===== config.mk =====
export PLATFORM = sky130hd
export DESIGN_NAME = sptx_block_framer
export DESIGN_NICKNAME = d
export VERILOG_FILES = /design/src/rtl/sptx_pkg.sv /design/src/rtl/sptx_pos_tracker.sv /design/src/rtl/sptx_payload_shifter.sv /design/src/rtl/sptx_block_framer.sv
export SDC_FILE = /design/constraint.sdc
export NUM_CORES = 1
export LEC_CHECK = 0
export BUFFER_PORTS_ARGS = -buffer_cell sky130_fd_sc_hd__buf_2
export CAP_MARGIN = 20
export CORE_AREA = 4 4 151 211
export CTS_BUF_LIST = sky130_fd_sc_hd__clkbuf_4 sky130_fd_sc_hd__clkbuf_8 sky130_fd_sc_hd__clkbuf_16
export CTS_CLUSTER_DIAMETER = 80
export DETAILED_ROUTE_END_ITERATION = 6
export DIE_AREA = 0 0 155 215
export GPL_ROUTABILITY_DRIVEN = 0
export HOLD_SLACK_MARGIN = 0.08
export SLEW_MARGIN = 20
export SYNTH_ARGS = -nofsm -noshare
export SYNTH_HDL_FRONTEND = slang
export SYNTH_SLANG_ARGS = --single-unit
export TNS_END_PERCENT = 1

===== constraint.sdc =====
create_clock -name clk -period 2.65 [get_ports clk]
set_input_delay 0.3975 -clock clk [delete_from_list [all_inputs] [get_ports clk]]
set_output_delay 0.3975 -clock clk [all_outputs]
set_load 0.01 [all_outputs]

===== src/rtl/sptx_pkg.sv =====
package sptx_pkg;
  localparam int CTRL_W = 5;

  // Control field in transmit order: element 0 leaves first.
  function automatic logic [CTRL_W-1:0] pack_ctrl(input logic [2:0] steal,
                                                  input logic [1:0] bfi);
    return {bfi[1], bfi[0], steal[0], steal[1], steal[2]};
  endfunction
endpackage


===== src/rtl/sptx_pos_tracker.sv =====
module sptx_pos_tracker #(
  parameter int BLK_BITS    = 480,
  parameter int HDR_ZEROS   = 24,
  parameter int SYNC_PERIOD = 24
) (
  input  logic clk,
  input  logic rst,
  input  logic abort,
  input  logic start,
  input  logic step,
  output logic busy,
  output logic in_hdr,
  output logic at_sync,
  output logic at_last
);
  localparam int POS_W = $clog2(BLK_BITS);
  localparam int PH_W  = $clog2(SYNC_PERIOD);

  logic [POS_W-1:0] pos_q;
  logic [PH_W-1:0]  ph_q;
  logic             busy_q;

  // Classification of the bit index about to be sent.
  assign in_hdr  = pos_q < POS_W'(HDR_ZEROS);
  assign at_sync = ph_q == '0;
  assign at_last = pos_q == POS_W'(BLK_BITS - 1);
  assign busy    = busy_q;

  always_ff @(posedge clk) begin
    if (rst || abort) begin
      busy_q <= 1'b0;
      pos_q  <= '0;
      ph_q   <= '0;
    end else if (start) begin
      // Index 0 goes out on the accepting strobe; index 1 comes next.
      busy_q <= 1'b1;
      pos_q  <= POS_W'(1);
      ph_q   <= PH_W'(1);
    end else if (step) begin
      if (at_last) begin
        busy_q <= 1'b0;
        pos_q  <= '0;
        ph_q   <= '0;
      end else begin
        pos_q <= pos_q + POS_W'(1);
        ph_q  <= (ph_q == PH_W'(SYNC_PERIOD - 1)) ? '0 : ph_q + PH_W'(1);
      end
    end
  end
endmodule


===== src/rtl/sptx_payload_shifter.sv =====
module sptx_payload_shifter #(
  parameter int FRAME_W = 137
) (
  input  logic                 clk,
  input  logic                 rst,
  input  logic                 load,
  input  logic                 shift,
  input  logic [FRAME_W-1:0]   frame_a,
  input  logic [FRAME_W-1:0]   frame_b,
  input  logic [2:0]           steal_code,
  input  logic [1:0]           bfi_flags,
  output logic                 head_bit
);
  import sptx_pkg::*;

  localparam int SH_W = CTRL_W + 2 * FRAME_W;

  logic [SH_W-1:0] sh_q;

  assign head_bit = sh_q[0];

  // Ones enter at the top, so slots past the two frames read as spare ones.
  always_ff @(posedge clk) begin
    if (rst) begin
      sh_q <= '1;
    end else if (load) begin
      sh_q <= {frame_b, frame_a, pack_ctrl(steal_code, bfi_flags)};
    end else if (shift) begin
      sh_q <= {1'b1, sh_q[SH_W-1:1]};
    end
  end
endmodule


===== src/rtl/sptx_block_framer.sv =====
module sptx_block_framer #(
  parameter int FRAME_W     = 137,
  parameter int BLK_BITS    = 480,
  parameter int HDR_ZEROS   = 24,
  parameter int SYNC_PERIOD = 24
) (
  input  logic               clk,
  input  logic               rst,
  input  logic               call_active,
  input  logic               bit_en,
  input  logic               blk_valid,
  input  logic [FRAME_W-1:0] frame_a,
  input  logic [FRAME_W-1:0] frame_b,
  input  logic [2:0]         steal_code,
  input  logic [1:0]         bfi_flags,
  output logic               blk_ready,
  output logic               ser_out,
  output logic               blk_start
);
  logic busy, in_hdr, at_sync, at_last;
  logic accept, step, consume, head_bit;
  logic ser_q, start_q;

  assign blk_ready = call_active & ~busy;
  assign accept    = bit_en & blk_valid & blk_ready;
  assign step      = bit_en & busy & call_active;
  assign consume   = step & ~in_hdr & ~at_sync;

  sptx_pos_tracker #(
    .BLK_BITS   (BLK_BITS),
    .HDR_ZEROS  (HDR_ZEROS),
    .SYNC_PERIOD(SYNC_PERIOD)
  ) u_pos (
    .clk    (clk),
    .rst    (rst),
    .abort  (~call_active),
    .start  (accept),
    .step   (step),
    .busy   (busy),
    .in_hdr (in_hdr),
    .at_sync(at_sync),
    .at_last(at_last)
  );

  sptx_payload_shifter #(
    .FRAME_W(FRAME_W)
  ) u_pay (
    .clk       (clk),
    .rst       (rst),
    .load      (accept),
    .shift     (consume),
    .frame_a   (frame_a),
    .frame_b   (frame_b),
    .steal_code(steal_code),
    .bfi_flags (bfi_flags),
    .head_bit  (head_bit)
  );

  always_ff @(posedge clk) begin
    if (rst || !call_active) begin
      ser_q   <= 1'b1;
      start_q <= 1'b0;
    end else if (bit_en) begin
      if (accept) begin
        ser_q   <= 1'b0;
        start_q <= 1'b1;
      end else if (busy) begin
        ser_q   <= in_hdr ? 1'b0 : (at_sync ? 1'b1 : head_bit);
        start_q <= 1'b0;
      end else begin
        ser_q   <= 1'b1;
        start_q <= 1'b0;
      end
    end
  end

  assign ser_out   = ser_q;
  assign blk_start = start_q;
endmodule


# [Word-level counts from Yosys, hierarchy flattened]
# Cells that the tools add are included.
[totals] ff_bits=296 inputBits=284 out_inout_bits=3 elab_cells=50
[classes] add_sub_neg=2 order_cmp=1 n_eq_ne=2 n_mux=17 bitwise=11 reduce_logical=9
[ops] cell="$mux W279" count=2
[ops] cell="$mux W1" count=12
[ops] cell="$mux W5" count=2
[ops] cell="$add A9 B1 Y9 const B" count=1
[ops] cell="$eq A9 B9 Y1 const B" count=1
[ops] cell="$lt A9 B5 Y1 const B" count=1
[ops] cell="$mux W9" count=1
[ops] cell="$and A1 B1 Y1" count=7
[ops] cell="$reduce_bool A2 Y1" count=3
[ops] cell="$add A5 B1 Y5 const B" count=1
[ops] cell="$eq A5 B5 Y1 const B" count=1
[ops] cell="$logic_not A5 Y1" count=1
[ops] cell="$not A1 Y1" count=4
[ops] cell="$logic_or A1 B1 Y1" count=2
[ops] cell="$reduce_and A2 Y1" count=1
[ops] cell="$reduce_or A2 Y1" count=1
[ops] cell="$logic_not A1 Y1" count=1

# [Logic depth before layout (Yosys ltp)]
# Gate-level depths: netlist of run 1.
[depth] ltp_word=6 mapped_depth=9

# [By module]
# Synthesis of run 1 repeated with hierarchy kept, for this count alone.
[hier_totals] hier_cells=1346 area_unflattened_um2=14650.3
[modules_own_cells] mod="sptx_payload_shifter" instances=1 cells_per_inst=1240 area_each_um2=13746.9 seq_area_each_um2=5585.4
[modules_own_cells] mod="sptx_pos_tracker" instances=1 cells_per_inst=91 area_each_um2=783.3 seq_area_each_um2=300.3
[modules_own_cells] mod="sptx_block_framer" instances=1 cells_per_inst=15 area_each_um2=120.1 seq_area_each_um2=40.0

# [Worst setup path before layout of run 1]
# Ideal clock, no wire load.
[synth_timing] path_kind="flip-flop to flip-flop" start="reg u_pos.ph_q[0]" end="reg u_pay.sh_q[216]" setup_time_ns=0.136 arrival_time_ns=1.754 setup_slack_ns=0.759 path_stages_with_launch=10 n_path_buf=3 cell_sequence="dfxtp_1 > inv_1 > ha_1 > or4b_1 > o211a_1 > clkbuf_1 > buf_2 > buf_2 > nand2_1 > a31oi_1"
[synth_between] elab_chain_len=4
[synth_lines] item="start, declared" line_no="sptx_pos_tracker.sv:20" source="logic [PH_W-1:0] ph_q;"
[synth_lines] item="start signal, assigned" line_no="sptx_pos_tracker.sv:46" source="ph_q <= (ph_q == PH_W'(SYNC_PERIOD - 1)) ? '0 : ph_q + PH_W'(1);"
[synth_lines] item="$logic_not A5 Y1" line_no="sptx_pos_tracker.sv:25" source="assign at_sync = ph_q == '0;"
[synth_lines] item="$not A1 Y1" line_no="sptx_block_framer.sv:27" source="assign consume = step & ~in_hdr & ~at_sync;"
[synth_lines] item="$and A1 B1 Y1" line_no="sptx_block_framer.sv:27"
[synth_lines] item="$reduce_bool A2 Y1 (no line)"
[synth_lines] item="end signal, assigned" line_no="sptx_payload_shifter.sv:27" source="sh_q <= {frame_b, frame_a, pack_ctrl(steal_code, bfi_flags)};"
[synth_lines] item="end signal, assigned" line_no="sptx_payload_shifter.sv:29" source="sh_q <= {1'b1, sh_q[SH_W-1:1]};"
[synth_lines] item="end, declared" line_no="sptx_payload_shifter.sv:18" source="logic [SH_W-1:0] sh_q;"
# Every way passes these cells.
# A chain may end at the register's enable or synchronous reset.

# [Worst setup path in the final report of run 1]
[layout_timing] start="reg u_pos.ph_q[0]" end="reg u_pay.sh_q[74]"
# Same word-level chain as after synthesis.

==> results of run 1 <==
metal layers:
layer	up-vias	track usage	routed length (um)	part of all wire
met3	32	0.0350	2010	0.063
li1	5855	-	-	-
met4	2	0.0356	387	0.012
met1	5315	0.243	14200	0.45
met5	-	0	13	0.00041
met2	299	0.303	15100	0.48
cell usage in the layout, fill, tap and decap left out, types with 4 or more instances in the layout:
master                        n
sky130_fd_sc_hd__a31oi_1    280
sky130_fd_sc_hd__nor2_1     291
sky130_fd_sc_hd__buf_12      12
sky130_fd_sc_hd__clkbuf_8     6
sky130_fd_sc_hd__nand2_1    567
sky130_fd_sc_hd__clkbuf_16   30
sky130_fd_sc_hd__clkinv_2     5
sky130_fd_sc_hd__buf_4       12
sky130_fd_sc_hd__inv_1        4
sky130_fd_sc_hd__dfxtp_1    296
sky130_fd_sc_hd__xor2_1       5
sky130_fd_sc_hd__nand3_1      6
sky130_fd_sc_hd__buf_2      286
sky130_fd_sc_hd__clkbuf_4    11
sky130_fd_sc_hd__nor2b_1      4
sky130_fd_sc_hd__a21oi_1      8
cells by family (layout without fill, tap and decap cells):
family	Yosys count	count (layout)	synth area share
AOI/OAI and AO/OA	299	299	0.158
xor gates and xnor gates	7	7	0.00516
adders and majority gates	3	3	0.00316
buffers and inverters	128	371	0.0462
DFF	296	296	0.498
muxes	2	2	0.00168
other	0	2	0
and+or+nand+nor	889	889	0.287
final timing paths:
| kind | end | slack (ns) | cells past startpoint |
|---|---|---|---|
| setup / recovery | u_pay.sh_q[74] | 0.44 | 7 |
| hold reg to reg | u_pay.sh_q[225] | 0.46 | 2 |
| hold / removal | u_pay.sh_q[84] | 0.11 | 3 |
| setup reg to reg | u_pay.sh_q[74] | 0.44 | 7 |
through the flow:
step,hold WS [ns],utilization
CTS,0.0861,0.489
global placement,0.455,0.455
detailed placement,0.457,0.455
finish,0.109,0.489
floorplan,0.440,-
global route,0.0863,0.489
power breakdown:
group | switching, mW | total, mW | internal [mW]
clock network | 1.73 | 4.21 | 2.48
logic | 0.244 | 0.468 | 0.224
registers | 0.0456 | 4.59 | 4.54
total | 2.02 | 9.27 | 7.24
state kept, by name, summed over array words and instances, names as in the netlist:
register and count:
blk_start 1, ser_out 1, u_pay.sh_q 279, u_pos.busy 1, u_pos.ph_q 5, u_pos.pos_q 9
tightest hold or removal path, delay by kind of cell:
kind	cells	cell delay, ns
buffers and inverters	1	0.07
AOI/OAI and AO/OA	1	0.12
and+or+nand+nor	1	0.03
layout make-up:
cell class | count | area (um2)
timing repair buffer | 311 | 1770
fill | 3026 | 15300
inverter | 4 | 15.0
clock inverter | 9 | 88.8
antenna | 2 | 5.00
clock buffer | 47 | 916
multi-input combinational | 1200 | 5450
tap | 385 | 482
sequential | 296 | 5930
==> results.json, run 1 <==
{
  "ys_top_cells_by_area": "sky130_fd_sc_hd__dfxtp_1 50%, sky130_fd_sc_hd__nand2_1 18%, sky130_fd_sc_hd__a31oi_1 15%, sky130_fd_sc_hd__nor2_1 9.2%, sky130_fd_sc_hd__clkbuf_1 2.3%",
  "setup_tns_ns": 0,
  "place_hpwl_um": 21000,
  "detailed_place.area_um2": 13600,
  "cts_hold_buf": 1,
  "unrepaired_setup_endpoints_after_global_routing": "false",
  "setup-violations-final": 0,
  "grt_max_degree": 162,
  "clkLatencyLatePin_ns": 0.55,
  "r2r-start": "u_pos.ph_q[0]",
  "critPathMaxFanout": 129,
  "number_of_buffers_added_for_setup_after_cts": 0,
  "path_clk_slew_ns": 0.06,
  "layout_min_cycle_time_ns": 2.21,
  "tritoncts_num_sinks": 296,
  "timing.fmax_mhz": 452,
  "route.vias.total": 11503,
  "critical_path.n_buffers_inverters": 2,
  "static-leakage-power_nw": 7.43,
  "timing.critical_path.to_type": "register",
  "seq_area_frac_synth": 0.498,
  "grt_first_pass_wirelength_um": 52300,
  "numPortBuffers": 286,
  "cts_max_path_buffers": 3,
  "hp-class": "in -> reg",
  "cts_root_buffer": "sky130_fd_sc_hd__clkbuf_16",
  "dp_worst_setup_slack_ns": 0.514,
  "post_drt_wl_per_cell_um": 14.1,
  "first_pass_iters": 5,
  "ys.warnings.count": 0,
  "post_cts_resize_count": 0,
  "finalCritPeriodShare": 0.836,
  "critical_path.startpoint": "u_pos.ph_q[0]",
  "core_um2": 29900,
  "finish.net_count": 2130,
  "numPlacedInstances": 2195,
  "rows": 75,
  "max-cap-violations": 0,
  "ys_ff_latch": 296,
  "cts_buffers": 30,
  "critPathKind": "reg -> reg",
  "slowest_stage": "sky130_fd_sc_hd__or4b_1",
  "yosysMostFrequentCell": "sky130_fd_sc_hd__nand2_1",
  "first_global_vias": 11060,
  "global_route.usage.total": 0.180,
  "synth_cell_types": 37,
  "post_synth_most_frequent_cells": "568 x sky130_fd_sc_hd__nand2_1, 296 x sky130_fd_sc_hd__dfxtp_1, 292 x sky130_fd_sc_hd__nor2_1",
  "worstPathArrival_ns": 2.69,
  "synthesis.area_per_instance_um2": 7.32,
  "slew_at_the_pin_with_the_worst_max_slew_slack_ns": 0.770,
  "outcome": "completed",
  "tritoncts": "done",
  "die_width_um": 155,
  "cts-htree-levels": 1,
  "synthDominantAreaCellType": "sky130_fd_sc_hd__dfxtp_1",
  "cpLargestDelayFamily": "simple AND/OR/NAND/NOR gates",
  "worstSetupStartpointType": "register",
  "layoutNonFillerInstCount": 2254,
  "routed_wl_um": 31700,
  "final.setup_skew_ns": 0.0214,
  "design_power_total_mw": 9.27,
  "floorplan.initialDensity": 0.397,
  "post_route_cells_drive_above_1_share": 0.199,
  "post_synth_arst_share": 0,
  "synth_cells": 1624,
  "avgViaCountPerCell": 5.10,
  "finalMaxSlewViolations": 0,
  "power-per-cell-area_nw_per_um2": 633,
  "timing.critical_path.required_ns": 3.13,
  "synthesis.nets": 1911,
  "final_antenna_net_count": 0,
  "worst_ir_drop_vdd_mv": 0.401,
  "main_synth_ff_type": "sky130_fd_sc_hd__dfxtp_1",
  "worstPathCellList": "inv_1 > ha_1 > or4b_1 > o211ai_4 > buf_12 > nand2_1 > a31oi_1",
  "number_of_primary_i_o_pins": 287,
  "initialDrtViolationCount": 607,
  "fin_ws_ns": 0.436,
  "yosys.area.top_type_share": 0.498,
  "drc": 0,
  "synth_enable_flop_cells": 0,
  "final-hold-violation-count": 0,
  "die_area_um2": 33300,
  "timing.hold.worst.start": "frame_a[79]",
  "layout.cell_area.non_filler_um2": 14700,
  "overflow": 0,
  "synth_area_um2": 11900,
  "critPathMaxStageDelay_ns": 0.54,
  "dieHeight_um": 215,
  "relative_slew_slack": 0.486,
  "antenna_found_initial": 3,
  "syn_to_final_growth_pct": 23.2
}
Note: power is estimated with default switching activity, not from simulation.
==> run 2, diff against run 1 <==
--- a/config.mk
+++ b/config.mk
@@ -5,13 +5,14 @@
 export SDC_FILE = /design/constraint.sdc
 export NUM_CORES = 1
 export LEC_CHECK = 0
+export ABC_AREA = 1
 export BUFFER_PORTS_ARGS = -buffer_cell sky130_fd_sc_hd__buf_2
 export CAP_MARGIN = 20
-export CORE_AREA = 4 4 151 211
+export CORE_AREA = 4 4 168 235
 export CTS_BUF_LIST = sky130_fd_sc_hd__clkbuf_4 sky130_fd_sc_hd__clkbuf_8 sky130_fd_sc_hd__clkbuf_16
 export CTS_CLUSTER_DIAMETER = 80
 export DETAILED_ROUTE_END_ITERATION = 6
-export DIE_AREA = 0 0 155 215
+export DIE_AREA = 0 0 172 239
 export GPL_ROUTABILITY_DRIVEN = 0
 export HOLD_SLACK_MARGIN = 0.08
 export SLEW_MARGIN = 20
==> constraint.sdc (replaced) <==
create_clock -name clk -period 2 [get_ports clk]
set_input_delay 0.3 -clock clk [delete_from_list [all_inputs] [get_ports clk]]
set_output_delay 0.3 -clock clk [all_outputs]
set_load 0.01 [all_outputs]
==> run 2 against run 1 <==
Effect of this change: sequential power is 38% higher; worst setup slack got worse by 0.29 ns; core utilization increased by 5.6 points; power rose by 47%.
==> results.json, run 2 <==
{
  "outcome": "completed",
  "most_flops_register": "u_pay.sh_q",
  "static-leakage-power_nw": 10.7,
  "worstRegToRegCells": 7,
  "clock_power_share": 0.400,
  "synthDominantAreaCellType": "sky130_fd_sc_hd__dfxtp_1",
  "floorplan.initialDensity": 0.397,
  "slew_at_the_pin_with_the_worst_max_slew_slack_ns": 0.584,
  "timing.hold.worst.start": "frame_b[65]",
  "place_hpwl_um": 27700,
  "r2r-start": "u_pos.ph_q[0]",
  "path_clk_slew_ns": 0.06,
  "layout.core_utilization": 0.545,
  "die_area_um2": 41100,
  "grt_max_degree": 129,
  "critPathKind": "reg -> reg",
  "finish.net_count": 3052,
  "core_um2": 37400,
  "post_drt_wl_per_cell_um": 13.9,
  "finalMaxSlewViolations": 0,
  "syn_to_final_growth_pct": 37.4,
  "synth_cells": 2318,
  "critPathMaxFanout": 51,
  "clkLatencyLatePin_ns": 0.55,
  "relative_slew_slack": 0.611,
  "worst_ir_drop_vdd_mv": 0.526,
  "worstPathArrival_ns": 2.35,
  "power_frac_comb": 0.134,
  "max_ffs_per_register": 279,
  "synthesis.nets": 2605,
  "switching_fraction": 0.240,
  "grt_first_pass_wirelength_um": 73600,
  "tritoncts_num_sinks": 296,
  "dieHeight_um": 239,
  "layout_min_cycle_time_ns": 1.86,
  "unrepaired_setup_endpoints_after_global_routing": "false",
  "post_cts_resize_count": 0,
  "final-hold-violation-count": 0,
  "global_route.usage.total": 0.210,
  "number_of_primary_i_o_pins": 287,
  "overflow": 0,
  "antenna_found_initial": 0,
  "post_synth_arst_share": 0,
  "worstHoldPathCells": 5,
  "p_int_mw": 10.3,
  "synth_cell_types": 26,
  "ys.warnings.count": 0,
  "post_synth_most_frequent_cells": "735 x sky130_fd_sc_hd__nand3_1, 643 x sky130_fd_sc_hd__nand2_1, 296 x sky130_fd_sc_hd__dfxtp_1",
  "tritoncts": "done",
  "worstSetupStartpointType": "register",
  "setup_tns_ns": 0,
  "post_route_cells_drive_above_1_share": 0.144,
  "numPortBuffers": 286,
  "synthesis.area_per_instance_um2": 6.40,
  "fillCellCount": 3584,
  "crit-reg2reg-capture": "u_pay.sh_q[257]",
  "initialDrtViolationCount": 1283,
  "synth_enable_flop_cells": 0,
  "timing.fmax_mhz": 538,
  "top_regs": "u_pay.sh_q (279), u_pos.pos_q (9), u_pos.ph_q (5)",
  "route.vias.total": 16333,
  "num_antenna_cells": 0,
  "synth_area_um2": 14800,
  "setup-violations-final": 0,
  "yosysMostFrequentCell": "sky130_fd_sc_hd__nand3_1",
  "power-per-cell-area_nw_per_um2": 668,
  "final_antenna_net_count": 0,
  "timing.critical_path.required_ns": 2.49,
  "cts_buffers": 31,
  "max-cap-violations": 0,
  "rows": 84,
  "finalCritPeriodShare": 0.929,
  "timing.critical_path.to_type": "register",
  "ff2ff_setup_slack_ns": 0.14,
  "yosys.area.top_type_share": 0.399,
  "die_width_um": 172,
  "cts_root_buffer": "sky130_fd_sc_hd__clkbuf_16",
  "seqPwrFrac": 0.465,
  "layout.cells.most_common": "sky130_fd_sc_hd__nand3_1",
  "first_pass_iters": 5,
  "cts-htree-levels": 1,
  "switchingPower_mw": 3.27,
  "routed_wl_um": 45200,
  "cts_max_path_buffers": 3,
  "hold_path_end": "u_pay.sh_q[207]",
  "drc": 0,
  "seq_area_frac_synth": 0.399,
  "layout.cells.most_common_list": "735 x sky130_fd_sc_hd__nand3_1, 643 x sky130_fd_sc_hd__nand2_1, 296 x sky130_fd_sc_hd__dfxtp_1",
  "main_synth_ff_type": "sky130_fd_sc_hd__dfxtp_1",
  "ys_ff_latch": 296,
  "first_global_vias": 15747,
  "hp-class": "in -> reg",
  "ys_top_cells_by_area": "sky130_fd_sc_hd__dfxtp_1 40%, sky130_fd_sc_hd__nand3_1 25%, sky130_fd_sc_hd__nand2_1 16%, sky130_fd_sc_hd__inv_1 7.5%, sky130_fd_sc_hd__clkbuf_1 2.7%",
  "final.setup_skew_ns": 0.00784,
  "avgViaCountPerCell": 5.02
}
-- run 2: changes by cell type in the layout (fill, tap and decap cells not counted), moves of 6 or more --
cell and change:
sky130_fd_sc_hd__dlygate4sd3_1 +254, sky130_fd_sc_hd__inv_1 +291, sky130_fd_sc_hd__nand2_1 +76, sky130_fd_sc_hd__a31oi_1 -279, sky130_fd_sc_hd__nand3b_1 +52, sky130_fd_sc_hd__nor2_1 -220
sky130_fd_sc_hd__nand4_1 +6, sky130_fd_sc_hd__buf_12 +13, sky130_fd_sc_hd__buf_4 +18, sky130_fd_sc_hd__nand3_1 +729
-- run 2: per-stage QoR --
stage               hold slack, ns  power [mW]  area (um2)  setup WS, ns  cells
floorplan                    0.395        7.32       14800         0.339   2318
global placement             0.452        7.85       16800         0.178   2947
detailed placement           0.460        7.90       16800         0.145   2947
CTS                         0.0806        13.8       20300         0.133   3253
global route                0.0880        14.3       20400        0.0135   3256
finish                      0.0850        13.6       20400         0.142   3256
-- run 2: cell families (layout without fill, tap and decap cells) --
kind of cell               count (synthesis)  in the layout  synth area share
AOI/OAI and AO/OA                         17             17           0.00725
xor gates and xnor gates                   2              2           0.00118
adders and majority gates                  3              3           0.00253
buffers and inverters                    480            945             0.126
DFF                                      296            296             0.399
and+or+nand+nor                         1520           1520             0.464
-- run 2: power groups by stage --
stage | sequential, mW | clock (mW) | combinational, mW
after floorplan | 6.42 | 0 | 0.898
final | 6.33 | 5.45 | 1.83
after global routing | 6.36 | 5.86 | 2.07
after detailed placement | 6.46 | 0 | 1.44
after CTS | 6.33 | 5.62 | 1.82
after global placement | 6.45 | 0 | 1.40
-- run 2: area by class of cell --
class	instances	area [um2]	area share
clock inverters	8	65.1	0.00319
multi-input cells	1542	7060	0.346
clock buffers	43	885	0.0434
well taps	473	592	0.0290
flip-flops and latches	296	5930	0.291
repair buffers	597	4730	0.232
inverters	297	1130	0.0553
-- run 2: critical path, cell delays in order (launching register included) --
cell,delay [ns]
sky130_fd_sc_hd__dfxtp_1,0.37
sky130_fd_sc_hd__inv_1,0.09
sky130_fd_sc_hd__ha_1,0.24
sky130_fd_sc_hd__a31oi_4,0.31
sky130_fd_sc_hd__buf_4,0.24
sky130_fd_sc_hd__buf_12,0.24
sky130_fd_sc_hd__nand3_1,0.15
sky130_fd_sc_hd__nand3b_1,0.12
-- run 2: worst max-delay path by stage --
stage | endpoint | from | depth (start not counted) | slack, ns
floorplan | u_pay.sh_q[267] | u_pos.ph_q[0] | 8 | 0.34
global placement | u_pay.sh_q[140] | u_pos.ph_q[1] | 7 | 0.18
detailed placement | u_pay.sh_q[32] | u_pos.ph_q[0] | 7 | 0.14
CTS | u_pay.sh_q[10] | u_pos.ph_q[0] | 7 | 0.13
global route | u_pay.sh_q[85] | u_pos.ph_q[1] | 7 | 0.01
finish | u_pay.sh_q[257] | u_pos.ph_q[0] | 7 | 0.14
-- run 2: metal layers --
layer / global-route usage / share of wire / up-vias
met5: 0 / 0 / -
met4: 0.0782 / 0.035 / 0
met3: 0.0240 / 0.050 / 104
met2: 0.366 / 0.50 / 438
met1: 0.264 / 0.42 / 7534
li1: - / - / 8257
-- run 2: timing repair --
| item | 4_1_cts | 5_1_grt |
|---|---|---|
| buffers inserted | 0 | 2 |
| endpoints found under the hold margin | 254 | 0 |
| endpoints found under the setup margin | 0 | 2 |
| hold buffers | 255 | 0 |
